==> src/rtl/fpr_pkg.sv <==
// Shared types for the flash programming register front-end.
// Assumes a word-organised register window of four 16-bit slots.
package fpr_pkg;
    typedef enum logic [2:0] {
        SEL_NONE = 3'd0,
        SEL_DA   = 3'd1,
        SEL_DB   = 3'd2,
        SEL_SEG  = 3'd3,
        SEL_STAT = 3'd4
    } fpr_sel_e;
endpackage

==> src/rtl/fpr_decode.sv <==
// Address decoder: maps a byte address to one of the four register slots.
// Assumes BASE_ADDR is even; address bit 0 is ignored (lanes come from byte enables).
module fpr_decode
    import fpr_pkg::*;
#(
    parameter int          ADDR_W    = 16,
    parameter logic [15:0] BASE_ADDR = 16'hF092
) (
    input  logic [ADDR_W-1:0] addr,
    output fpr_sel_e          sel
);
    localparam logic [ADDR_W-2:0] BASE_W = BASE_ADDR[ADDR_W-1:1];

    // Compare the word address against each slot.
    always_comb begin
        sel = SEL_NONE;
        if (addr[ADDR_W-1:1] == BASE_W)            sel = SEL_DA;
        else if (addr[ADDR_W-1:1] == BASE_W + 1'b1) sel = SEL_DB;
        else if (addr[ADDR_W-1:1] == BASE_W + 2'd2) sel = SEL_SEG;
        else if (addr[ADDR_W-1:1] == BASE_W + 2'd3) sel = SEL_STAT;
    end
endmodule

==> src/rtl/fpr_regs.sv <==
// Data and segment register file with per-lane writes.
// Assumes wr_en is already gated by the busy lockout; busy is only used by the check.
module fpr_regs
    import fpr_pkg::*;
#(
    parameter int SEG_W = 8
) (
    input  logic             clk,
    input  logic             rst_n,
    input  logic             wr_en,
    input  logic             busy,
    input  fpr_sel_e         sel,
    input  logic [1:0]       be,
    input  logic [15:0]      wdata,
    output logic [15:0]      reg_a,
    output logic [15:0]      reg_b,
    output logic [SEG_W-1:0] seg
);
    localparam int LANES = 2;

    // Byte-lane writes into the two data registers.
    for (genvar l = 0; l < LANES; l++) begin : g_lane
        always_ff @(posedge clk) begin
            if (!rst_n) begin
                reg_a[l*8 +: 8] <= 8'hFF;
                reg_b[l*8 +: 8] <= 8'hFF;
            end else if (wr_en && be[l]) begin
                if (sel == SEL_DA) reg_a[l*8 +: 8] <= wdata[l*8 +: 8];
                if (sel == SEL_DB) reg_b[l*8 +: 8] <= wdata[l*8 +: 8];
            end
        end
    end

    // Segment register lives in the low lane.
    always_ff @(posedge clk) begin
        if (!rst_n)                                seg <= '0;
        else if (wr_en && be[0] && sel == SEL_SEG) seg <= wdata[SEG_W-1:0];
    end

    // nothing changes the registers while an operation is in flight.
    p_hold_while_busy_r9: assert property (@(posedge clk) disable iff (!rst_n)
        busy |=> ($stable(reg_a) && $stable(reg_b) && $stable(seg)));
endmodule

==> src/rtl/fpr_ctrl.sv <==
// Trigger detection and busy tracking.
// The trigger byte depends on the mode that the current segment selects.
// Assumes prog_done is a pulse from the flash side.
module fpr_ctrl
    import fpr_pkg::*;
#(
    parameter int              SEG_W  = 8,
    parameter logic [SEG_W-1:0] DF_SEG = 8'h0F
) (
    input  logic             clk,
    input  logic             rst_n,
    input  logic             bus_wr,
    input  fpr_sel_e         sel,
    input  logic [1:0]       be,
    input  logic [SEG_W-1:0] seg,
    input  logic             done,
    output logic             busy,
    output logic             req,
    output logic             len4
);
    logic is_df;
    logic trig;

    // Pick the trigger byte for the current mode; block it while busy.
    always_comb begin
        is_df = (seg == DF_SEG);
        if (is_df) trig = bus_wr && !busy && (sel == SEL_DA) && be[0];
        else       trig = bus_wr && !busy && (sel == SEL_DB) && be[1];
    end

    // Busy flag: set by a trigger, cleared by done.
    always_ff @(posedge clk) begin
        if (!rst_n)    busy <= 1'b0;
        else if (trig) busy <= 1'b1;
        else if (done) busy <= 1'b0;
    end

    // One-cycle request pulse and the length flag latched at the trigger.
    always_ff @(posedge clk) begin
        if (!rst_n) begin
            req  <= 1'b0;
            len4 <= 1'b0;
        end else begin
            req <= trig;
            if (trig) len4 <= !is_df;
        end
    end

    p_trig_starts_r3: assert property (@(posedge clk) disable iff (!rst_n)
        trig |=> (req && busy));
    p_req_pulse_r11: assert property (@(posedge clk) disable iff (!rst_n)
        req |=> !req);
    p_req_has_busy_r8: assert property (@(posedge clk) disable iff (!rst_n)
        req |-> busy);
    p_done_clears_r8: assert property (@(posedge clk) disable iff (!rst_n)
        (busy && done) |=> !busy);
    p_no_second_r9: assert property (@(posedge clk) disable iff (!rst_n)
        busy |=> !req);
    p_busy_from_req_r10: assert property (@(posedge clk) disable iff (!rst_n)
        $rose(busy) |-> req);
endmodule

==> src/rtl/flash_pgm_front.sv <==
// Flash programming register front-end: bus-side registers, trigger and request.
// Assumes one write per bus_wr cycle and combinational reads with no side effects.
module flash_pgm_front
    import fpr_pkg::*;
#(
    parameter int               ADDR_W    = 16,
    parameter logic [15:0]      BASE_ADDR = 16'hF092,
    parameter int               SEG_W     = 8,
    parameter logic [SEG_W-1:0] DF_SEG    = 8'h0F
) (
    input  logic              clk,
    input  logic              rst_n,
    input  logic [ADDR_W-1:0] bus_addr,
    input  logic              bus_wr,
    input  logic [1:0]        bus_be,
    input  logic [15:0]       bus_wdata,
    output logic [15:0]       bus_rdata,
    output logic              prog_req,
    output logic [SEG_W-1:0]  prog_seg,
    output logic              prog_len4,
    output logic [31:0]       prog_data,
    input  logic              prog_done
);
    fpr_sel_e         sel;
    logic             busy;
    logic [15:0]      reg_a;
    logic [15:0]      reg_b;
    logic [SEG_W-1:0] seg;

    fpr_decode #(.ADDR_W(ADDR_W), .BASE_ADDR(BASE_ADDR)) u_dec (
        .addr (bus_addr),
        .sel  (sel)
    );

    fpr_regs #(.SEG_W(SEG_W)) u_regs (
        .clk   (clk),
        .rst_n (rst_n),
        .wr_en (bus_wr && !busy),
        .busy  (busy),
        .sel   (sel),
        .be    (bus_be),
        .wdata (bus_wdata),
        .reg_a (reg_a),
        .reg_b (reg_b),
        .seg   (seg)
    );

    fpr_ctrl #(.SEG_W(SEG_W), .DF_SEG(DF_SEG)) u_ctrl (
        .clk    (clk),
        .rst_n  (rst_n),
        .bus_wr (bus_wr),
        .sel    (sel),
        .be     (bus_be),
        .seg    (seg),
        .done   (prog_done),
        .busy   (busy),
        .req    (prog_req),
        .len4   (prog_len4)
    );

    // Read mux for the four slots.
    always_comb begin
        bus_rdata = '0;
        case (sel)
            SEL_DA:   bus_rdata = reg_a;
            SEL_DB:   bus_rdata = reg_b;
            SEL_SEG:  bus_rdata[SEG_W-1:0] = seg;
            SEL_STAT: bus_rdata[0] = busy;
            default:  bus_rdata = '0;
        endcase
    end

    // Request payload: the segment stays locked, so it is stable for the request.
    always_comb begin
        prog_seg  = seg;
        prog_data = prog_len4 ? {reg_b, reg_a} : {24'hFFFFFF, reg_a[7:0]};
    end

    p_len_matches_mode_r6: assert property (@(posedge clk) disable iff (!rst_n)
        prog_req |-> (prog_len4 == (prog_seg != DF_SEG)));
endmodule

==> config.mk <==
export PLATFORM = sky130hd
export DESIGN_NAME = flash_pgm_front
export DESIGN_NICKNAME = d
export VERILOG_FILES = /design/src/rtl/fpr_pkg.sv /design/src/rtl/fpr_decode.sv /design/src/rtl/fpr_regs.sv /design/src/rtl/fpr_ctrl.sv /design/src/rtl/flash_pgm_front.sv
export SDC_FILE = /design/constraint.sdc
export NUM_CORES = 1
export LEC_CHECK = 0
export CAP_MARGIN = 25
export CORE_ASPECT_RATIO = 0.75
export CORE_MARGIN = 8
export CORE_UTILIZATION = 41
export CTS_BUF_LIST = sky130_fd_sc_hd__clkbuf_8
export DETAILED_ROUTE_END_ITERATION = 6
export GPL_TIMING_DRIVEN = 0
export PLACE_DENSITY = 0.79
export SKIP_LAST_GASP = 1
export SYNTH_ARGS = -nofsm -noshare
export SYNTH_HDL_FRONTEND = slang
export SYNTH_HIERARCHICAL = 1
export SYNTH_SLANG_ARGS = --single-unit
==> constraint.sdc <==
create_clock -name clk -period 4.4 [get_ports clk]
set_clock_uncertainty 0.2 [all_clocks]
set_input_delay 1.32 -clock clk [delete_from_list [all_inputs] [get_ports clk]]
set_output_delay 1.32 -clock clk [all_outputs]
set_load 0.01 [all_outputs]
## After elaboration in Yosys (flattened, before gate mapping)

Index checks and enable logic that the tools add are counted.

- Bits in read-only memories: 0
- Memories kept: 0
- Logic and storage cells: 43
- Latch bits: 0
- Bits of input ports: 38
- RAM bits: 0
- Register bits: 43

- Multiplexer cells: 11
- Add/sub/neg operators: 0
- Reduce and logical (&&, ||, !) cells: 15
- Div/mod/pow operators: 0
- Shift-type cells: 0
- Multipliers: 0
- Equality and inequality tests: 9
- Bitwise logic cells: 0
- $lt $le $gt $ge: 0

Operators by type and width:

| kind | count |
|---|---|
| 15-bit equality test, second input constant | 4 |
| 32-bit 2-to-1 mux | 1 |
| 7-bit one-hot mux with 3 select lines | 1 |
| 8-bit one-hot mux with 2 select lines | 1 |
| 3-bit 2-to-1 mux | 4 |
| 8-bit by 4-bit equality test with 1-bit output, second input constant | 1 |
| 1-bit logical AND | 8 |
| 2-bit AND reduction | 4 |
| 3-bit by 2-bit equality test with 1-bit output, second input constant | 2 |
| 1-bit one-hot mux with 4 select lines | 1 |
| 3-bit by 1-bit equality test with 1-bit output, second input constant | 1 |
| 3-bit equality test, second input constant | 1 |
| 1-bit 2-to-1 mux | 3 |
| 1-bit zero test | 2 |
| 2-bit nonzero test | 1 |

## Logic depth before layout (Yosys ltp)

- Depth in word-level cells: 10
- Depth in mapped cells: 7

## By module

The synthesis kept the hierarchy.

Modules (own cells, without submodules):

| module | sequential area each (µm²) | cells each | instances | area an instance (µm²) |
|---|---|---|---|---|
| fpr_regs | 800.8 | 167 | 1 | 1,622.8 |
| flash_pgm_front | 0.0 | 80 | 1 | 540.5 |
| fpr_ctrl | 60.1 | 17 | 1 | 165.2 |
| fpr_decode | 0.0 | 10 | 1 | 91.3 |

## Worst setup path before layout

Ideal clock, no wire load.

- Kind: in2out
- Start point: input port bus_addr[10]
- End point: output port bus_rdata[0]
- Buffers on the path: 1
- Required time: 2,880 ps
- Stages on the path: 6
- Path slack: -245 ps
- Arrival time: 3,125 ps
- Cells stage by stage: or3b_1 -> nor4_1 -> buf_6 -> mux2i_1 -> nor2_1 -> a221o_1

- Elaborated cells between the ends (all ways): 13
- Those cells by class: 8 x eq/ne; 5 x mux

RTL lines:

| what | line | source |
|---|---|---|
| from (decl) | flash_pgm_front.sv:13 | `input logic [ADDR_W-1:0] bus_addr,` |
| 15-bit equality test | fpr_decode.sv:19 | `else if (addr[ADDR_W-1:1] == BASE_W + 2'd2) sel = SEL_SEG;` |
| 3-bit 2-to-1 mux | fpr_decode.sv:19 |  |
| 3-bit 2-to-1 mux | fpr_decode.sv:18 | `else if (addr[ADDR_W-1:1] == BASE_W + 1'b1) sel = SEL_DB;` |
| 3-bit 2-to-1 mux (*) | fpr_decode.sv:17 | `if (addr[ADDR_W-1:1] == BASE_W) sel = SEL_DA;` |
| named net sel[0] | flash_pgm_front.sv:24 | `fpr_sel_e sel;` |
| 3-bit equality test (tied with other cells) | flash_pgm_front.sv:64 | `case (sel)` |
| 1-bit one-hot mux with 4 select lines (*) | flash_pgm_front.sv:64 |  |
| to (decl) | flash_pgm_front.sv:17 | `output logic [15:0] bus_rdata,` |

The timed path passes the listed nets; every way through them passes the cells marked *.

## Worst setup path in the final report

- Start point: input port bus_addr[8]
- End point: output port bus_rdata[0]

Same word-level chain as after synthesis.

==> impl_metrics.yaml <==
critical_path:
  crit_chain: "buf_6 -> or3_4 -> nor4_4 -> buf_6 -> mux2i_1 -> nor2_1 -> a221o_1 -> buf_2"
  r2r_cells: 5
  cp_slowest_stage_delay_ns: 0.41
  cp_common_cell: "buf_6"
  r2r_end: "u_regs/reg_b[5]"
  worstPathMaxFanout: 2
  r2r_slack_ns: 2.41
  crit_arrival_ns: 3.06
  reg2reg_from: "u_ctrl/busy"
  crit_slowest_cell: "or3_4"
  required_ns: 2.88
  startpoint: "bus_addr[8]"
  crit_path_start_kind: "input pin"
  endpoint_kind: "output port"
  critPathKind: "input pin to output port"
logic_synthesis:
  synth_mux_area_frac: 0.132
  ys.flop_type: "dfxtp_1"
  syn_area_um2: 2420
  synthXorXnorAreaFrac: 0
  synthArstFlopShare: 0
  netlist-cell-type-count: 44
  avgSynthCellArea_um2: 8.83
  synth.most_common_cell: "dfxtp_1"
  synth_top_family_by_area: "simple AND/OR/NAND/NOR gates"
  synth_top_area_frac: 0.356
  netlist_top_cells_area: "dfxtp_1 (36%), mux2i_1 (13%), nand2b_1 (6.5%)"
  synth_adder_area_share: 0
  yosys.area.top_type: "dfxtp_1"
  syn_inst: 274
  synth_edf_count: 0
  synth-simple-area-share: 0.261
  synth_compound_gate_area_share: 0.176
  syn_nets: 312
  seq_area_frac_synth: 0.356
  synth_common_cells: "dfxtp_1 (43), nor2_1 (33), mux2i_1 (32), nand2b_1 (25), nand2_1 (18)"
  yosysWarnings: 6
  synth_seq_cells: 43
timing:
  tightest_slew_ns: 0.598
  slew_violations: 0
  layout_min_cycle_time_ns: 4.58
  holdWs_ns: 0.311
  rsz0062_at_grt: "true"
  fmaxAchievable_ghz: 0.218
  relSlewSlack: 0.601
  hold_viol: 0
  layout_worst_path_cycle_share: 1.04
  layout_setup_ws_ns: -0.181
  setup_viol: 16
floorplanning:
  rows: 24
  num_io_pins: 96
  die_h_um: 82.5
  initial_utilization: 0.420
  die-area_um2: 8640
  die_w_um: 105
  fp.coreArea_um2: 5770
power:
  ir_drop_uv: 115
  power.leakage_nw: 1.58
  power_w: 0.000777
  powerDensity_nw_per_um2: 198
layout:
  n_fill_cell: 473
  drive_gt1_frac: 0.285
  final-instance-count-excl-fill: 481
  multi_input_area_um2: 1550
  area_delta_synth_final_pct: 62.5
  register_area_um2: 861
  fin_area_um2: 3930
  post-route-util: 0.682
  diodes: 0
  final_nets: 440
grt:
  antenna_found_initial: 0
  gr-total-overflow: 0
  grt_pass1_wl_mm: 13.6
  grt_pass1_vias: 2651
  grt_max_degree: 14
  track_usage: 0.197
drt:
  drt-initial-drc-count: 102
  drtPass1Iterations: 4
  wire_per_inst_um: 17.8
  drc: 0
  num_vias: 2578
  avgViaCountPerCell: 5.36
  wirelength_mm: 8.58
  antenna_left: 0
outcome:
  outcome: "complete, but fails checks"
  violations: "negative setup slack"
place:
  place_area_um2: 3520
  placedCellCount: 446
  io_buffers: 94
  place_congestion: 0.811
  detailed_place_hpwl_mm: 6.07
clocking:
  h-tree-depth: 2
  clockRootBuffer: "clkbuf_8"
  cts_tree: "built"
  clk_pin_slew_worst_paths_ns: 0.09
  clock_sinks: 43
  cts_made_buffers: 5
  clockBufferDepth: 2
  clock_latency_ns: 0.30
job:
  maxCapViolCount: 0
worst_hold_path:
  worst_hold_startpoint: "u_regs/seg[6]"
  hold_path_end: "u_regs/seg[6]"
  hold_class: "flip-flop to flip-flop"
  whs_path_depth: 2
==> cells in the final DEF, fill, tap and decap left out, types with 5 or more instances in the layout <==
cell and instances:
clkbuf_8 6, a22oi_2 5, nand2b_1 25, a21oi_1 6
buf_6 16, a211oi_2 7, buf_4 19, clkbuf_1 7
buf_2 23, o211ai_2 8, clkdlybuf4s50_1 63, mux2i_1 28
nor2_1 33, dfxtp_1 43, o21ai_1 8, nand2_1 18
inv_1 9
==> how the worst max path moves through the flow <==
| stage | end | slack, ns | depth (start not counted) |
|---|---|---|---|
| floorplan | bus_rdata[2] | -0.004 | 6 |
| global placement | bus_rdata[14] | -1.22 | 7 |
| detailed placement | bus_rdata[12] | -1.28 | 7 |
| CTS | bus_rdata[0] | -0.15 | 8 |
| global route | bus_rdata[0] | -0.21 | 9 |
| finish | bus_rdata[0] | -0.18 | 8 |
==> per-layer routing <==
metal  vias to the layer above  share of wire  track usage
met1                      1250           0.41        0.229
met3                         7          0.073       0.0698
met2                        90           0.51        0.348
met4                         0         0.0092       0.0468
met5                         -              0            0
li1                       1231              -            -
==> sequential cells by signal (all words and copies together) (netlist names) <==
| register | count |
|---|---|
| u_ctrl/req | 1 |
| u_ctrl/len4 | 1 |
| u_regs/reg_b | 16 |
| u_ctrl/busy | 1 |
| u_regs/reg_a | 16 |
| u_regs/seg | 8 |
==> metrics by stage <==
stage	TNS, ns	setup slack (ns)
4_1_cts	-1.25	-0.146
3_3_place_gp	-18.18	-1.22
5_1_grt	-2.63	-0.210
6_report	-1.64	-0.181
3_5_place_dp	-18.94	-1.28
2_1_floorplan	-0.00425	-0.00425
==> final cells by class <==
cell class	instances	share of cell area
tap	78	0.0248
sequential	43	0.219
inverter	11	0.0105
multi-input combinational	198	0.393
clock inverter	2	0.00891
clock buffer	6	0.0210
timing repair buffer	125	0.290
buffer	18	0.0325
==> worst max-delay path, delay by kind of cell <==
family	cells	cell delay, ns
AND/OR/NAND/NOR	3	0.78
buffers and inverters	3	0.40
AO/OA/AOI/OAI	1	0.35
multiplexers	1	0.20
==> kinds of logic after synthesis <==
family | count (synthesis)
buffers and inverters | 33
AOI/OAI and AO/OA | 56
and+or+nand+nor | 110
DFF | 43
muxes | 32
==> power breakdown <==
group / switching, W / leakage (nW) / internal (W)
clock: 0.000139 / 0.0612 / 0.000184
sequential: 0.00000000692 / 0.348 / 0.000389
combinational: 0.0000322 / 1.17 / 0.0000335
==> what timing repair did <==
item                                    4_1_cts  5_1_grt
cloned                                        2        0
endpoints found under the setup margin       16       16
hold buffers                                  0        0
setup buffers                                24        7
resized for setup                           133       18
pin swaps                                    21       14
(Power assumes the default switching activity.)
